### src/rtl/bstk_pkg.sv
package bstk_pkg;
    localparam int NUM_BANKS = 4;
    localparam int BANK_W    = 2;

    localparam logic [7:0] OPC_ESC   = 8'hDB;
    localparam logic [7:0] OPC_BANK0 = 8'hE8;
    localparam logic [7:0] OPC_BANK1 = 8'hEB;
    localparam logic [7:0] OPC_BANK2 = 8'hEA;
    localparam logic [7:0] OPC_BANK3 = 8'hE9;

    typedef enum logic [0:0] {
        SW_IDLE  = 1'b0,
        SW_STALL = 1'b1
    } sw_state_e;
endpackage

### src/rtl/bstk_opdec.sv
module bstk_opdec
    import bstk_pkg::*;
(
    input  logic              op_valid,
    input  logic [7:0]        op_byte0,
    input  logic [7:0]        op_byte1,
    output logic              sel_hit,
    output logic [BANK_W-1:0] sel_bank
);
    always_comb begin
        sel_hit  = 1'b0;
        sel_bank = '0;
        if (op_valid && op_byte0 == OPC_ESC) begin
            unique case (op_byte1)
                OPC_BANK0: begin sel_hit = 1'b1; sel_bank = 2'd0; end
                OPC_BANK1: begin sel_hit = 1'b1; sel_bank = 2'd1; end
                OPC_BANK2: begin sel_hit = 1'b1; sel_bank = 2'd2; end
                OPC_BANK3: begin sel_hit = 1'b1; sel_bank = 2'd3; end
                default:   begin sel_hit = 1'b0; sel_bank = '0;   end
            endcase
        end
    end
endmodule

### src/rtl/bstk_switch_fsm.sv
module bstk_switch_fsm
    import bstk_pkg::*;
#(
    parameter int SWITCH_CYCLES = 6
) (
    input  logic              clk,
    input  logic              rst_n,
    input  logic              sel_hit,
    input  logic [BANK_W-1:0] sel_bank,
    output logic              ready,
    output logic [BANK_W-1:0] cur_bank
);
    localparam int CNT_W = (SWITCH_CYCLES > 1) ? $clog2(SWITCH_CYCLES) : 1;
    localparam logic [CNT_W-1:0] CNT_LOAD = CNT_W'(SWITCH_CYCLES - 1);

    sw_state_e         state_q, state_d;
    logic [CNT_W-1:0]  cnt_q, cnt_d;
    logic [BANK_W-1:0] bank_q, bank_d;

    // state register
    always_ff @(posedge clk) begin
        if (!rst_n) begin
            state_q <= SW_IDLE;
            cnt_q   <= '0;
            bank_q  <= '0;
        end else begin
            state_q <= state_d;
            cnt_q   <= cnt_d;
            bank_q  <= bank_d;
        end
    end

    // transitions
    always_comb begin
        state_d = state_q;
        cnt_d   = cnt_q;
        bank_d  = bank_q;
        unique case (state_q)
            SW_IDLE: begin
                if (sel_hit) begin
                    state_d = SW_STALL;
                    cnt_d   = CNT_LOAD;
                    bank_d  = sel_bank;
                end
            end
            SW_STALL: begin
                if (cnt_q == '0) begin
                    state_d = SW_IDLE;
                end else begin
                    cnt_d = cnt_q - CNT_W'(1);
                end
            end
            default: state_d = SW_IDLE;
        endcase
    end

    // outputs
    always_comb begin
        ready    = (state_q == SW_IDLE);
        cur_bank = bank_q;
    end
endmodule

### src/rtl/bstk_bank.sv
module bstk_bank #(
    parameter int DEPTH = 8,
    parameter int WIDTH = 32,
    localparam int PW   = $clog2(DEPTH)
) (
    input  logic             clk,
    input  logic             rst_n,
    input  logic             en,
    input  logic             do_init,
    input  logic             do_push,
    input  logic             do_pop,
    input  logic             do_wr,
    input  logic [WIDTH-1:0] push_data,
    input  logic [PW-1:0]    wr_idx,
    input  logic [WIDTH-1:0] wr_data,
    input  logic [PW-1:0]    rd_idx,
    output logic [WIDTH-1:0] rd_word,
    output logic             rd_live,
    output logic             wr_live,
    output logic             full,
    output logic             top_live
);
    logic [WIDTH-1:0] mem [DEPTH];
    logic [DEPTH-1:0] valid_q;
    logic [PW-1:0]    top_q;
    logic [PW-1:0]    rd_slot, wr_slot, push_slot;

    always_comb begin
        rd_slot   = top_q + rd_idx;
        wr_slot   = top_q + wr_idx;
        push_slot = top_q - PW'(1);
        rd_word   = mem[rd_slot];
        rd_live   = valid_q[rd_slot];
        wr_live   = valid_q[wr_slot];
        full      = &valid_q;
        top_live  = valid_q[top_q];
    end

    always_ff @(posedge clk) begin
        if (!rst_n) begin
            top_q   <= '0;
            valid_q <= '0;
            for (int i = 0; i < DEPTH; i++) mem[i] <= '0;
        end else if (en) begin
            if (do_init) begin
                top_q   <= '0;
                valid_q <= '0;
            end else if (do_push && !full) begin
                top_q              <= push_slot;
                mem[push_slot]     <= push_data;
                valid_q[push_slot] <= 1'b1;
            end else if (do_pop && top_live) begin
                valid_q[top_q] <= 1'b0;
                top_q          <= top_q + PW'(1);
            end else if (do_wr && wr_live) begin
                mem[wr_slot] <= wr_data;
            end
        end
    end
endmodule

### src/rtl/banked_fp_stack.sv
module banked_fp_stack
    import bstk_pkg::*;
#(
    parameter int DEPTH         = 8,
    parameter int WIDTH         = 32,
    parameter int SWITCH_CYCLES = 6,
    localparam int PW           = $clog2(DEPTH)
) (
    input  logic              clk,
    input  logic              rst_n,
    input  logic              op_valid,
    input  logic [7:0]        op_byte0,
    input  logic [7:0]        op_byte1,
    input  logic              init_en,
    input  logic              push_en,
    input  logic [WIDTH-1:0]  push_data,
    input  logic              pop_en,
    input  logic              wr_en,
    input  logic [PW-1:0]     wr_idx,
    input  logic [WIDTH-1:0]  wr_data,
    input  logic              rd_en,
    input  logic [PW-1:0]     rd_idx,
    output logic              ready,
    output logic [BANK_W-1:0] cur_bank,
    output logic [WIDTH-1:0]  rd_data,
    output logic              stack_fault
);
    logic              sel_hit;
    logic [BANK_W-1:0] sel_bank;
    logic              go, op_init, op_push, op_pop, op_wr, op_rd;
    logic              fault_set;

    logic [WIDTH-1:0]  rd_word_a [NUM_BANKS];
    logic              rd_live_a [NUM_BANKS];
    logic              wr_live_a [NUM_BANKS];
    logic              full_a    [NUM_BANKS];
    logic              top_live_a[NUM_BANKS];

    bstk_opdec u_dec (
        .op_valid (op_valid),
        .op_byte0 (op_byte0),
        .op_byte1 (op_byte1),
        .sel_hit  (sel_hit),
        .sel_bank (sel_bank)
    );

    bstk_switch_fsm #(.SWITCH_CYCLES(SWITCH_CYCLES)) u_fsm (
        .clk      (clk),
        .rst_n    (rst_n),
        .sel_hit  (sel_hit),
        .sel_bank (sel_bank),
        .ready    (ready),
        .cur_bank (cur_bank)
    );

    // one stack operation per cycle, init > push > pop > write
    always_comb begin
        go      = ready && !sel_hit;
        op_init = go && init_en;
        op_push = go && push_en && !init_en;
        op_pop  = go && pop_en && !init_en && !push_en;
        op_wr   = go && wr_en && !init_en && !push_en && !pop_en;
        op_rd   = go && rd_en;
    end

    for (genvar b = 0; b < NUM_BANKS; b++) begin : g_bank
        bstk_bank #(.DEPTH(DEPTH), .WIDTH(WIDTH)) u_bank (
            .clk       (clk),
            .rst_n     (rst_n),
            .en        (cur_bank == BANK_W'(b)),
            .do_init   (op_init),
            .do_push   (op_push),
            .do_pop    (op_pop),
            .do_wr     (op_wr),
            .push_data (push_data),
            .wr_idx    (wr_idx),
            .wr_data   (wr_data),
            .rd_idx    (rd_idx),
            .rd_word   (rd_word_a[b]),
            .rd_live   (rd_live_a[b]),
            .wr_live   (wr_live_a[b]),
            .full      (full_a[b]),
            .top_live  (top_live_a[b])
        );
    end

    always_comb begin
        fault_set = (op_push && full_a[cur_bank])
                 || (op_pop  && !top_live_a[cur_bank])
                 || (op_wr   && !wr_live_a[cur_bank])
                 || (op_rd   && !rd_live_a[cur_bank]);
    end

    always_ff @(posedge clk) begin
        if (!rst_n) begin
            rd_data     <= '0;
            stack_fault <= 1'b0;
        end else begin
            if (op_rd && rd_live_a[cur_bank]) rd_data <= rd_word_a[cur_bank];
            if (fault_set) stack_fault <= 1'b1;
        end
    end
endmodule

### config.mk
export PLATFORM = sky130hd
export DESIGN_NAME = banked_fp_stack
export DESIGN_NICKNAME = d
export VERILOG_FILES = /design/src/rtl/bstk_pkg.sv /design/src/rtl/bstk_opdec.sv /design/src/rtl/bstk_switch_fsm.sv /design/src/rtl/bstk_bank.sv /design/src/rtl/banked_fp_stack.sv
export SDC_FILE = /design/constraint.sdc
export NUM_CORES = 2
export LEC_CHECK = 0
export BUFFER_PORTS_ARGS = -buffer_cell sky130_fd_sc_hd__buf_4
export CORE_ASPECT_RATIO = 1.1
export CORE_UTILIZATION = 59
export CTS_BUF_LIST = sky130_fd_sc_hd__clkbuf_8
export CTS_CLUSTER_SIZE = 14
export DETAILED_ROUTE_END_ITERATION = 12
export GPL_ROUTABILITY_DRIVEN = 0
export PLACE_DENSITY = 0.79
export SYNTH_ARGS = -nofsm -noshare
export SYNTH_HDL_FRONTEND = slang
export SYNTH_HIERARCHICAL = 1
export SYNTH_SLANG_ARGS = --single-unit
export TNS_END_PERCENT = 50
### constraint.sdc
create_clock -name clk -period 4.6 [get_ports clk]
set_clock_uncertainty 0.05 [all_clocks]
set_input_delay 0.69 -clock clk [delete_from_list [all_inputs] [get_ports clk]]
set_output_delay 0.69 -clock clk [all_outputs]
set_load 0.01 [all_outputs]
[After elaboration in Yosys (flattened, before gate mapping)]
Memories as Yosys holds them, arrays and structs flattened.
Index checks and enable logic that the tools add are counted.
Word-level totals
  bits in registers: 83
  bits in writable memories: 1024
  input bits: 94
  bits in latches: 0
  output and inout bits: 36
  memories kept: 4
  memory bits (read-only): 0
Memories
  g_bank[0].u_bank.mem: words 8, width 32, read ports 1, clocked after Yosys merged registers in 0, write ports 8, line bstk_bank.sv:23  | logic [WIDTH-1:0] mem [DEPTH];
  g_bank[1].u_bank.mem: words 8, width 32, read ports 1, clocked after Yosys merged registers in 0, write ports 8, line bstk_bank.sv:23
  g_bank[2].u_bank.mem: words 8, width 32, read ports 1, clocked after Yosys merged registers in 0, write ports 8, line bstk_bank.sv:23
  g_bank[3].u_bank.mem: words 8, width 32, read ports 1, clocked after Yosys merged registers in 0, write ports 8, line bstk_bank.sv:23
Cells by class
  eq/ne operators: 10
  divide/modulo/power cells: 0
  shift-type cells: 0
  mux-type cells: 162
  bitwise logic cells: 14
  order comparisons: 25
  reductions and logical operators: 77
  multiply operators: 0
  add/subtract/negate cells: 17
Operator list (count)
  32-bit 2-to-1 mux: 10
  32-bit OR reduction: 8
  8-bit 2-to-1 mux: 12
  1-bit 2-to-1 mux: 89
  3-bit 2-to-1 mux: 22
  32-bit binary-select mux with 2-bit select: 1
  3-bit by 4-bit less-than comparator with 1-bit output, second input constant: 16
  8-bit equality test, second input constant: 5
  1-bit logical AND: 38
  1-bit binary-select mux with 3-bit select: 12
  8-bit AND: 4
  8-bit NOT: 4
  8-bit bitwise OR: 4
  8-bit AND reduction: 4
  3-bit adder: 8
  1-bit demux with 3-bit select: 8
  3-bit by 1-bit >= comparator with 1-bit output, second input constant: 8
  3-bit by 1-bit subtractor with 3-bit output, second input constant: 5
  3-bit by 1-bit adder with 3-bit output, second input constant: 4
  2-bit AND reduction: 6
  3-bit nonzero test: 4
  1-bit logical NOT: 11
  1-bit binary-select mux with 2-bit select: 4
  2-bit case mux with 3 select lines: 1
  other kinds (14): 17

[Logic depth before layout (Yosys ltp)]
  word-level depth: 20
  mapped depth: 13
  gate-level depth less buffers: 10

[Cells and area by module]
Netlist, hierarchy kept.
By module, submodules not included
  bstk_bank at g_bank[3].u_bank: cells each 824, instances 1, area each 12607.1 sq um, seq. area each 7907.6 sq um
  bstk_bank at g_bank[0].u_bank: cells each 823, instances 1, area each 12513.3 sq um, seq. area each 7907.6 sq um
  bstk_bank at g_bank[2].u_bank: cells each 833, instances 1, area each 12214.2 sq um, seq. area each 7907.6 sq um
  bstk_bank at g_bank[1].u_bank: cells each 832, instances 1, area each 12190.4 sq um, seq. area each 7907.6 sq um
  banked_fp_stack: cells each 205, instances 1, area each 2213.4 sq um, seq. area each 660.6 sq um
  bstk_switch_fsm: cells each 28, instances 1, area each 281.5 sq um, seq. area each 120.1 sq um
  bstk_opdec: cells each 8, instances 1, area each 67.6 sq um, seq. area each 0.0 sq um

[Least setup slack after synthesis]
Ideal clock, no wire load.
  path kind: input -> register
  from: input port wr_idx[0]
  to: memory g_bank[0].u_bank.mem[5][0], enable pin
  path slack: 0.244 ns
  data arrival time: 3.829 ns
  stages: 10
  setup time: 0.478 ns
  path through: ha_1 inv_1 fa_1 mux4_2 mux2i_1 nor4_2 and3_1 o22ai_1 clkbuf_1 nand2_1
RTL lines
  from (decl): line banked_fp_stack.sv:19  | input logic [PW-1:0] wr_idx,
  to (decl): line bstk_bank.sv:23

==> flow_summary.yaml <==
grt:
  grt_pass1_vias: 33662
  track_usage: 0.349
  grt_max_degree: 65
  antenna_found_initial: 11
  grt_pass1_wl_um: 223000
  grt-ovfl-total: 0
power_and_ir_drop:
  p_switching_mw: 5.40
  clock_power_share: 0.358
  powerDensity_nw_per_um2: 362
  internal_power_mw: 16.1
  leakagePower_nw: 20.8
  ir_drop_mv: 0.267
  power_frac_seq: 0.536
  p_sw_frac: 0.252
  p_comb_frac: 0.105
status:
  status: "finished clean"
floorplan:
  die_x_um: 285
  die_area_um2: 89500
  io-pin-count: 130
  initial_core_util: 0.599
  core_area_um2: 87000
  fp.dieH_um: 314
  placementRows: 113
setup_path:
  max_stage_delay_ns: 0.70
  critPathCaptureType: "flop"
  crit_slowest_cell: "dfxtp_1"
  critPathKind: "reg2reg"
  cp.required_ns: 5.12
  cp_max_fo: 32
  arrival_ns: 4.79
  start_kind: "flop"
  worstPathCellList: "ha_1, inv_1, fa_1, mux4_2, mux2i_1, nor4_2, and3_1, o22ai_4, buf_4, nor2_1"
cells_and_area:
  final_util: 0.682
  drive_gt1_frac: 0.300
  fin_nets: 3980
  areaGrowthSynthToFinish_pct: 13.8
  final_cell_area_um2: 59300
  layoutNonFillerInstCount: 5148
routing:
  num_vias: 33937
  drtIter0Drc: 4371
  ant_nets: 0
  dr.pass1.iters: 5
  wire_per_inst_um: 29.8
  via_per_inst: 6.59
  drc: 0
  routed_wl_um: 154000
cts:
  root_buffer: "clkbuf_8"
  clkSinkCount: 1107
  post_cts_buffers: 0
  clkTransAtPathRegs_ns: 0.06
  clk_latency_ns: 0.87
  cts_made_buffers: 173
  cts_hold_buf: 0
  cts_tree: "built"
  cts-htree-levels: 4
  postCtsResizedCells: 0
  cts.path.max_buffers: 3
synthesis:
  yosys_warnings: 6
  netlist-cell-type-count: 71
  synth_edf_count: 1024
  seq_area_frac_synth: 0.622
  ys_top_cells_by_area: "edfxtp_1 (59%), mux4_2 (13%), nor2_1 (7.7%), dfxtp_1 (3.2%), mux2_2 (2.9%)"
  async_flop_share: 0
  yosys.area.top_type_share: 0.590
  synth-main-ff-cell: "edfxtp_1"
  syn_nets: 3673
  syn_avg_cell_area_um2: 14.7
  synthCells: 3553
  synth.most_common_cell: "nor2_1"
  synth_area_leader_cell: "edfxtp_1"
  synthTopCellsByCount: "nor2_1 (1074), edfxtp_1 (1024), mux4_2 (310)"
  synth_seq_cells: 1107
  netlist_area_um2: 52100
place:
  post-dp-hpwl_um: 102000
  io_buffers: 129
  dp.cells: 4835
  placed_cell_area_um2: 56100
timing:
  period_needed_ns: 4.27
  finalSetupViolations: 0
  rsz0062_at_grt: "no"
  fin_setup_tns_ns: 0
  tightest_slew_ns: 1.18
  clock.fmax_ghz: 0.234
  max_slew_margin: 0.207
  slew_violations: 0
  fin_crit_sh: 0.928
  hold_violations: 0
flow_run:
  drv_cap: 0
worst_hold_path:
  hp-class: "in2reg"
==> stage by stage <==
stage | worst slack, ns | power, mW | hold slack (ns)
after CTS | 0.397 | 21.5 | 0.157
final | 0.330 | 21.5 | 0.229
after floorplan | 0.244 | 12.9 | 0.399
after global routing | 0.192 | 22.0 | 0.197
after global placement | 0.186 | 13.9 | 0.395
after detailed placement | 0.143 | 13.9 | 0.395
==> power by group through the flow <==
| stage | Clock (mW) | Combinational (mW) | Sequential (mW) |
|---|---|---|---|
| global placement | 0 | 2.18 | 11.7 |
| CTS | 7.75 | 2.21 | 11.5 |
| finish | 7.69 | 2.26 | 11.5 |
| floorplan | 0 | 1.24 | 11.7 |
| global route | 8.19 | 2.30 | 11.5 |
| detailed placement | 0 | 2.20 | 11.7 |
==> critical path: cells and delay by family (launching register included) <==
kind	cells	cell delay, ns
AO/OA/AOI/OAI	1	0.23
AND/OR/NAND/NOR	3	0.69
flip-flops	1	0.70
multiplexers	2	0.93
buffers and inverters	2	0.57
adder cells (fa/ha/maj)	2	0.82
==> placed cells by master, fill, tap and decap left out, types with 13 or more instances in the layout <==
cell      netlist  final
a211oi_1       32     32
a21boi_1       30     30
a21oi_1        30     30
buf_12          0     34
buf_4          12    326
clkbuf_8        0    175
clkinv_1        0     39
clkinv_2        0     13
dfxtp_1        83     81
edfxtp_1     1024   1024
ha_1           18     14
inv_1          28     88
mux2_2        136    136
mux2i_1        47     47
mux2i_2        36     36
mux2i_4        60     60
mux4_2        310    310
nand2_1       146    142
nor2_1       1074   1074
nor2b_1        22     22
nor3_1         18     18
o22ai_4         0     32
==> area by class of cell <==
cell class,count,area (um2)
Antenna cell,7,17.5
Clock buffer,175,2410
Clock inverter,131,734
Fill cell,5647,27700
Inverter,29,109
Multi-Input combinational cell,2189,19000
Sequential cell,1107,32400
Tap cell,1150,1440
Timing Repair Buffer,360,3130
==> metal layers <==
layer	routed length [um]	GRT usage	vias to the layer above
met4	10100	0.204	8
met3	22400	0.107	485
met2	71000	0.535	2636
met5	57	0	-
met1	50100	0.442	16845
li1	-	-	13963
==> final timing paths <==
check                                              start                                         to  slack, ns  cells after the start
setup / recovery  g_bank[0].u_bank/top_q[0]$_SDFFE_PN0P_  g_bank[0].u_bank/mem[5][19]$_SDFFCE_PN0P_       0.33                     10
hold / removal                                     rd_en                   stack_fault$_SDFFE_PN0P_       0.23                      4
setup reg to reg  g_bank[0].u_bank/top_q[0]$_SDFFE_PN0P_  g_bank[0].u_bank/mem[5][19]$_SDFFCE_PN0P_       0.33                     10
hold reg to reg                 rd_data[28]$_SDFFE_PN0P_                   rd_data[28]$_SDFFE_PN0P_       0.40                      2
==> cells by family after synthesis <==
kind of cell               synth area share
AOI/OAI and AO/OA                    0.0263
xor gates and xnor gates            0.00565
and+or+nand+nor                       0.106
muxes                                 0.209
buffers and inverters                0.0232
DFF                                   0.622
adders and majority gates           0.00740
==> state kept, by name, summed over array words and instances, names as in the netlist <==
register               count
rd_data                   32
u_fsm/cur_bank             2
g_bank.u_bank/top_q       12
stack_fault                1
g_bank.u_bank/valid_q     32
u_fsm/state_q              1
g_bank.u_bank/mem       1024
u_fsm/cnt_q                3
No activity file was read; power rests on OpenSTA's default activity.
